<file path="src/rtl/mcu_strobe_pkg.sv">
`timescale 1ns/1ps
package mcu_strobe_pkg;
    // smallest legal bus cycle period
    localparam int unsigned MIN_PERIOD  = 3;
    // select leads the write strobe by this many clocks when room allows
    localparam int unsigned CS_LEAD     = 3;
    localparam int unsigned CS_LEAD_MIN = 2;
    // write ends above this count trim the select end by one clock
    localparam int unsigned CS_TRIM_ABOVE = 15;
    // strobe window indices
    localparam int unsigned WIN_CS  = 0;
    localparam int unsigned WIN_RW  = 1;
    localparam int unsigned NUM_WIN = 2;

    function automatic int unsigned auto_rw_start(int unsigned p);
        return ((p + 1) / 4) - 1;
    endfunction

    function automatic int unsigned auto_rw_end(int unsigned p);
        return ((3 * (p + 1)) / 4) - 1;
    endfunction

    function automatic int unsigned auto_cs_start(int unsigned rws);
        return (rws > CS_LEAD_MIN) ? (rws - CS_LEAD) : 0;
    endfunction

    function automatic int unsigned auto_cs_end(int unsigned rwe);
        return (rwe > CS_TRIM_ABOVE) ? (rwe - 1) : rwe;
    endfunction
endpackage

</file>
<file path="src/rtl/mcu_win_calc.sv">
`timescale 1ns/1ps
module mcu_win_calc
    import mcu_strobe_pkg::*;
#(
    parameter int unsigned PER_W = 5
) (
    input  logic [PER_W-1:0] cfg_period,
    input  logic             cfg_auto,
    input  logic [PER_W-1:0] cfg_cs_start,
    input  logic [PER_W-1:0] cfg_cs_end,
    input  logic [PER_W-1:0] cfg_rw_start,
    input  logic [PER_W-1:0] cfg_rw_end,
    output logic [PER_W-1:0] win_per,
    output logic [PER_W-1:0] win_cs_st,
    output logic [PER_W-1:0] win_cs_en,
    output logic [PER_W-1:0] win_rw_st,
    output logic [PER_W-1:0] win_rw_en
);
    localparam logic [PER_W-1:0] PER_FLOOR = PER_W'(MIN_PERIOD);

    int unsigned per_i;
    int unsigned rws_i;
    int unsigned rwe_i;

    always_comb begin
        win_per = (cfg_period < PER_FLOOR) ? PER_FLOOR : cfg_period;
        per_i   = int'(win_per);
        rws_i   = auto_rw_start(per_i);
        rwe_i   = auto_rw_end(per_i);
        if (cfg_auto) begin
            win_rw_st = PER_W'(rws_i);
            win_rw_en = PER_W'(rwe_i);
            win_cs_st = PER_W'(auto_cs_start(rws_i));
            win_cs_en = PER_W'(auto_cs_end(rwe_i));
        end else begin
            win_rw_st = cfg_rw_start;
            win_rw_en = cfg_rw_end;
            win_cs_st = cfg_cs_start;
            win_cs_en = cfg_cs_end;
        end
    end
endmodule

</file>
<file path="src/rtl/mcu_cycle_ctrl.sv">
`timescale 1ns/1ps
module mcu_cycle_ctrl #(
    parameter int unsigned PER_W  = 5,
    parameter int unsigned DATA_W = 16
) (
    input  logic              clk,
    input  logic              rst_n,
    input  logic [PER_W-1:0]  win_per,
    input  logic [PER_W-1:0]  win_cs_st,
    input  logic [PER_W-1:0]  win_cs_en,
    input  logic [PER_W-1:0]  win_rw_st,
    input  logic [PER_W-1:0]  win_rw_en,
    input  logic              hold_sel,
    input  logic              hold_frame,
    input  logic              pix_valid,
    input  logic              pix_sof,
    input  logic [DATA_W-1:0] pix_data,
    output logic              pix_ready,
    output logic              busy,
    output logic [PER_W-1:0]  cnt,
    output logic [PER_W-1:0]  per,
    output logic [PER_W-1:0]  cs_st,
    output logic [PER_W-1:0]  cs_en,
    output logic [PER_W-1:0]  rw_st,
    output logic [PER_W-1:0]  rw_en,
    output logic [DATA_W-1:0] data
);
    typedef struct packed {
        logic              busy;
        logic [PER_W-1:0]  cnt;
        logic [PER_W-1:0]  per;
        logic [PER_W-1:0]  cs_st;
        logic [PER_W-1:0]  cs_en;
        logic [PER_W-1:0]  rw_st;
        logic [PER_W-1:0]  rw_en;
        logic [DATA_W-1:0] data;
    } state_t;

    state_t st_d, st_q;
    logic   last_d;
    logic   held_d;
    logic   take_d;

    always_comb begin
        st_d      = st_q;
        last_d    = st_q.busy && (st_q.cnt == st_q.per);
        held_d    = hold_sel && hold_frame && pix_sof;
        pix_ready = (!st_q.busy || last_d) && !held_d;
        take_d    = pix_valid && pix_ready;
        if (take_d) begin
            st_d.busy  = 1'b1;
            st_d.cnt   = '0;
            st_d.per   = win_per;
            st_d.cs_st = win_cs_st;
            st_d.cs_en = win_cs_en;
            st_d.rw_st = win_rw_st;
            st_d.rw_en = win_rw_en;
            st_d.data  = pix_data;
        end else if (last_d) begin
            st_d.busy = 1'b0;
            st_d.cnt  = '0;
        end else if (st_q.busy) begin
            st_d.cnt = st_q.cnt + PER_W'(1);
        end
    end

    always_ff @(posedge clk or negedge rst_n) begin
        if (!rst_n) st_q <= '0;
        else        st_q <= st_d;
    end

    assign busy  = st_q.busy;
    assign cnt   = st_q.cnt;
    assign per   = st_q.per;
    assign cs_st = st_q.cs_st;
    assign cs_en = st_q.cs_en;
    assign rw_st = st_q.rw_st;
    assign rw_en = st_q.rw_en;
    assign data  = st_q.data;
endmodule

</file>
<file path="src/rtl/mcu_strobe_dec.sv">
`timescale 1ns/1ps
module mcu_strobe_dec #(
    parameter int unsigned PER_W = 5,
    parameter int unsigned NWIN  = 2
) (
    input  logic                        busy,
    input  logic [PER_W-1:0]            cnt,
    input  logic [NWIN-1:0][PER_W-1:0]  win_st,
    input  logic [NWIN-1:0][PER_W-1:0]  win_en,
    output logic [NWIN-1:0]             strobe_n
);
    for (genvar w = 0; w < NWIN; w++) begin : g_win
        assign strobe_n[w] = !(busy && (cnt >= win_st[w]) && (cnt < win_en[w]));
    end
endmodule

</file>
<file path="src/rtl/mcu_strobe_gen.sv">
`timescale 1ns/1ps
module mcu_strobe_gen
    import mcu_strobe_pkg::*;
#(
    parameter int unsigned PER_W  = 5,
    parameter int unsigned DATA_W = 16
) (
    input  logic              clk,
    input  logic              rst_n,
    input  logic [PER_W-1:0]  cfg_period,
    input  logic              cfg_auto,
    input  logic [PER_W-1:0]  cfg_cs_start,
    input  logic [PER_W-1:0]  cfg_cs_end,
    input  logic [PER_W-1:0]  cfg_rw_start,
    input  logic [PER_W-1:0]  cfg_rw_end,
    input  logic              hold_sel,
    input  logic              hold_frame,
    input  logic              pix_valid,
    input  logic              pix_sof,
    input  logic [DATA_W-1:0] pix_data,
    output logic              pix_ready,
    output logic              bus_cs_n,
    output logic              bus_wr_n,
    output logic [DATA_W-1:0] bus_data
);
    logic [PER_W-1:0] win_per, win_cs_st, win_cs_en, win_rw_st, win_rw_en;
    logic             busy;
    logic [PER_W-1:0] cnt, per_q, cs_st_q, cs_en_q, rw_st_q, rw_en_q;
    logic [NUM_WIN-1:0][PER_W-1:0] st_vec, en_vec;
    logic [NUM_WIN-1:0]            strobe_n;

    mcu_win_calc #(.PER_W(PER_W)) u_calc (
        .cfg_period  (cfg_period),
        .cfg_auto    (cfg_auto),
        .cfg_cs_start(cfg_cs_start),
        .cfg_cs_end  (cfg_cs_end),
        .cfg_rw_start(cfg_rw_start),
        .cfg_rw_end  (cfg_rw_end),
        .win_per     (win_per),
        .win_cs_st   (win_cs_st),
        .win_cs_en   (win_cs_en),
        .win_rw_st   (win_rw_st),
        .win_rw_en   (win_rw_en)
    );

    mcu_cycle_ctrl #(.PER_W(PER_W), .DATA_W(DATA_W)) u_ctrl (
        .clk       (clk),
        .rst_n     (rst_n),
        .win_per   (win_per),
        .win_cs_st (win_cs_st),
        .win_cs_en (win_cs_en),
        .win_rw_st (win_rw_st),
        .win_rw_en (win_rw_en),
        .hold_sel  (hold_sel),
        .hold_frame(hold_frame),
        .pix_valid (pix_valid),
        .pix_sof   (pix_sof),
        .pix_data  (pix_data),
        .pix_ready (pix_ready),
        .busy      (busy),
        .cnt       (cnt),
        .per       (per_q),
        .cs_st     (cs_st_q),
        .cs_en     (cs_en_q),
        .rw_st     (rw_st_q),
        .rw_en     (rw_en_q),
        .data      (bus_data)
    );

    always_comb begin
        st_vec         = '0;
        en_vec         = '0;
        st_vec[WIN_CS] = cs_st_q;
        en_vec[WIN_CS] = cs_en_q;
        st_vec[WIN_RW] = rw_st_q;
        en_vec[WIN_RW] = rw_en_q;
    end

    mcu_strobe_dec #(.PER_W(PER_W), .NWIN(NUM_WIN)) u_dec (
        .busy    (busy),
        .cnt     (cnt),
        .win_st  (st_vec),
        .win_en  (en_vec),
        .strobe_n(strobe_n)
    );

    assign bus_cs_n = strobe_n[WIN_CS];
    assign bus_wr_n = strobe_n[WIN_RW];
endmodule

</file>
<file path="config.mk">
export PLATFORM = sky130hd
export DESIGN_NAME = mcu_strobe_gen
export DESIGN_NICKNAME = d
export VERILOG_FILES = /design/src/rtl/mcu_strobe_pkg.sv /design/src/rtl/mcu_win_calc.sv /design/src/rtl/mcu_cycle_ctrl.sv /design/src/rtl/mcu_strobe_dec.sv /design/src/rtl/mcu_strobe_gen.sv
export SDC_FILE = /design/constraint.sdc
export NUM_CORES = 1
export LEC_CHECK = 0
export ABC_AREA = 0
export BUFFER_PORTS_ARGS = -buffer_cell sky130_fd_sc_hd__buf_2
export CAP_MARGIN = 20
export CORE_UTILIZATION = 55
export DETAILED_ROUTE_END_ITERATION = 7
export PLACE_DENSITY = 0.92
export REMOVE_ABC_BUFFERS = 1
export SYNTH_ARGS = -nofsm -noshare
export SYNTH_HDL_FRONTEND = slang
export SYNTH_SLANG_ARGS = --single-unit
</file>
<file path="constraint.sdc">
create_clock -name clk -period 4.2 [get_ports clk]
set_input_delay 0.42 -clock clk [delete_from_list [all_inputs] [get_ports clk]]
set_output_delay 0.42 -clock clk [all_outputs]
set_load 0.05 [all_outputs]
</file>
==> summary.md <==
| Metric | Value |
|---|---|
| Status | finished, final reports clean |
| CTS Root Cell | clkbuf_8 |
| Main synth FF type | dfrtp_1 |
| Number of synthesized flops with an enable pin | 0 |
| Starting DRC count in detailed routing | 199 |
| Critical Path AT | 4.09 ns |
| Finished Layout Cells | 489 |
| Internal Power | 1.318 mW |
| Lkg Pwr | 1.927 nW |
| Post-synthesis simple-gate area fraction | 18.54% |
| Switching portion of total power | 49.33% |
| Synthesized area | 3110 µm² |
| CP required | 4.42 ns |
| Reg2Reg Capture Point | u_ctrl.cs_en[3] |
| Total core area | 5473 µm² |
| Critical Path Start Type | primary input |
| Critical path class | primary input to register |
| Vias in the first global route | 2,586 |
| Seq/Total Area, Yosys | between 30% and 40% |
| P_sw | 1.284 mW |
| Post-DP Area | 3522 µm² |
| Max cap viols | 0 |
| Count of final max-slew check failures | 0 |
| H-tree levels | 2 |
| Largest family of logic cells by synthesized area | simple AND/OR/NAND/NOR gates |
| CTS tree | done |
| Crit share post-route | between 90% and 100% |
| Initial Util | 56.84% |
| Avg Inst Size Synth | 8.913 µm² |
| Cts-stage hold buffer count | 0 |
| Mux cell area share after synthesis | 4.264% |
| Register Area | 1176 µm² |
| Drt wl/cell | 14.52 µm |
| Multi-input gate area | 1802 µm² |
| Place WS | -0.02069 ns |
| Synth Area in Adders | roughly 15% |
| Clock tree sinks | 47 |
| Internal reg-to-reg setup slack | 1.80 ns |
| Inst Count DP | 480 |
| Row count | 27 |
| Clock Path Buffers | 2 |
| Yosys Warn Count | 0 |
| Largest net degree at the start of global routing | 50 |
| Post-CTS Setup Inserts | 0 |
| Combinational Power Share | about 58% |
| 1st-pass router iterations | 4 |
| Post-synthesis xor/xnor area fraction | a little over 6% |
| Reg clk slew, reported paths | 0.09 ns |
| Worst Hold Class | primary input to async pin |
| Crit path max fanout | 6 |
| Fmax | 258.3 MHz |
| Pwr/cell area | around 720 nW/µm² |
| Final instance area | 3635 µm² |
| R2r worst-path depth | 6 |
| Post-synthesis compound-gate area fraction | 13.88% |
| Post-Syn Instances | 349 |
| Clock power share | 10.5% |
| Die area | 5960 µm² |
| Post-DP HPWL | 5.324 mm |
| Grt ovf | 0 |
| Reg2Reg Launch Point | u_ctrl.cnt[2] |
| # setup viols final | 0 |
| Skew-Pair Late Insertion Delay | 0.30 ns |
| Routability congestion estimate | 0.9011 |
| Final hold violation count | 0 |
| Die Y | 77.20 µm |
| Seq pwr share | a little under a third |
| Worst slew margin | approximately 49% |
| Via-to-Cell Ratio | approximately 5.5 |
| Ys async rst share | 100.0% |
| Num CTS Buffers | 5 |
| Ratio of cells with drive above 1 in the final layout | about 23% |
| Antenna violations before repair | 0 |
| Number of diodes | 0 |
| Drc violations | 0 |
| GRT Util Overall | 24.70% |
| Synth cell types | 42 |
| RSZ-0062 raised after global routing | no |
| Worst Skew | 0.005745 ns |
| # port buffers | 66 |
| Fin crit period | 3.872 ns |
| Worst slew pin tran | ~0.76 ns |
| Synth Register Bits | 47 |
| First-pass GRT wire length | about 12 mm |
| Hold slack | 0.03352 ns |
| CP endpoint kind | register |
| Fill cell count | 432 |
| Vias | 2,685 |
| DRT antenna net count | 0 |
| Fin nets | 500 |
| Final WS setup | 0.3282 ns |
| IO Count | 67 |
| Die Wd | 77.20 µm |
| Total length of routed wires | around 7 mm |
| Max VDD drop | roughly 0.00031 V |
| Synth-to-layout area growth | 16.85% |
## registers in the layout, summed over array words and instances (netlist names)
name          flops
u_ctrl.rw_st      5
u_ctrl.cnt        5
u_ctrl.rw_en      5
u_ctrl.cs_en      5
u_ctrl.busy       1
u_ctrl.per        5
u_ctrl.cs_st      5
u_ctrl.data      16
## layout by cell type (no fill, tap or decap), types with 2 or more instances in the layout
| cell type | Yosys | routed |
|---|---|---|
| a21boi_0 | 2 | 2 |
| dfrtp_1 | 47 | 47 |
| a211o_1 | 3 | 3 |
| clkbuf_8 | 0 | 5 |
| o2bb2ai_1 | 4 | 4 |
| xor2_2 | 1 | 2 |
| nor2b_1 | 6 | 6 |
| ha_1 | 35 | 35 |
| o21ai_0 | 21 | 21 |
| nor3b_1 | 3 | 3 |
| xor2_1 | 13 | 12 |
| buf_2 | 1 | 66 |
| mux2_2 | 6 | 6 |
| xnor2_1 | 7 | 7 |
| inv_1 | 26 | 26 |
| nor2_1 | 12 | 12 |
| nand4_1 | 3 | 3 |
| nand2_1 | 79 | 79 |
| nor3_1 | 3 | 3 |
| a21o_1 | 10 | 10 |
| buf_4 | 0 | 4 |
| nand4b_1 | 2 | 2 |
| o31ai_2 | 2 | 2 |
| nand2b_1 | 5 | 5 |
| a21oi_1 | 15 | 14 |
| nand3_1 | 7 | 7 |
| o21ai_1 | 5 | 5 |
| and3_1 | 3 | 3 |
| mux2i_1 | 5 | 5 |
## synth_stat cells (all sizes together), types with 4 or more instances
library cell,n,area share (%)
nand2b,5,1.0
dfrtp,47,38
nand3,8,1.4
o2bb2ai,4,1.1
mux2,7,2.7
a21oi,15,2.4
o21ai,27,4.5
clkbuf,9,1.1
ha,35,14
xnor2,7,2.0
xor2,14,4.2
nor2,12,1.4
a21o,10,2.4
mux2i,5,1.6
inv,26,3.1
nor2b,6,1.2
nand2,79,9.5
## timing repair
item,CTS,global route
resized for setup,0,1
endpoints found under the setup margin,0,3
endpoints found under the hold margin,0,0
## routing by layer
layer / share of wire, % / routed length (µm) / up-vias / global-route usage, %
li1: - / - / 1302 / -
met1: 45 / 3190 / 1317 / 29.79
met2: 51 / 3609 / 56 / 44.69
met3: 2.9 / 207 / 10 / 3.571
met4: 1.3 / 90 / 0 / 8.113
met5: 0 / 0 / - / 0
## cell families (layout without fill, tap and decap cells)
kind of cell,count (synthesis),after routing
AO/OA/AOI/OAI,67,67
flip-flops,47,47
multiplexers,12,12
AND/OR/NAND/NOR,128,128
XOR/XNOR,21,21
adder cells (fa/ha/maj),36,36
buffers and inverters,38,106
## stage by stage
stage / util [%] / TNS [ns] / total power, mW
finish: 66.42 / 0 / 2.602
detailed placement: 64.36 / -0.03750 / 2.327
global route: 66.42 / 0 / 2.799
global placement: 64.36 / 0 / 2.236
CTS: 65.91 / 0 / 2.602
floorplan: - / 0 / 1.928
## critical path: stages
cell and delay (ns):
buf_2 0.13, nor3_1 0.24, nor2_1 0.12, inv_1 0.07
ha_1 0.21, nand3_1 0.11, xnor2_1 0.18, inv_1 0.15
ha_1 0.40, a21o_1 0.20, a221oi_2 0.33, xor2_2 0.27
nor3_1 0.11, ha_1 0.28, nor2b_1 0.23, nand3_2 0.19
and3b_1 0.24, o31ai_2 0.21
## area by class of cell
| cell class | count | share of cell area (%) |
|---|---|---|
| tap | 72 | 2.478 |
| clock inverter | 2 | 0.3442 |
| clock buffer | 6 | 1.997 |
| inverter | 27 | 2.788 |
| sequential | 47 | 32.36 |
| timing repair buffer | 71 | 10.46 |
| multi-input combinational | 264 | 49.57 |
## power groups by stage
stage	Combinational (mW)	Sequential (mW)	Clock, mW
after floorplan	0.918	1.01	0
after global placement	1.41	0.823	0
after detailed placement	1.50	0.832	0
after CTS	1.51	0.823	0.273
after global routing	1.66	0.850	0.286
final	1.51	0.824	0.272
## worst max-delay path by stage
stage,slack (ns),to,start
6_report,0.33,u_ctrl.cs_en[3],cfg_period[4]
3_3_place_gp,0.26,u_ctrl.cs_en[2],cfg_period[3]
3_5_place_dp,-0.02,u_ctrl.cs_en[3],cfg_period[4]
2_1_floorplan,0.28,u_ctrl.cs_en[2],cfg_period[4]
4_1_cts,0.29,u_ctrl.cs_en[3],cfg_period[4]
5_1_grt,0.1,u_ctrl.cs_en[3],cfg_period[4]
No activity file was read; power rests on OpenSTA's default activity.
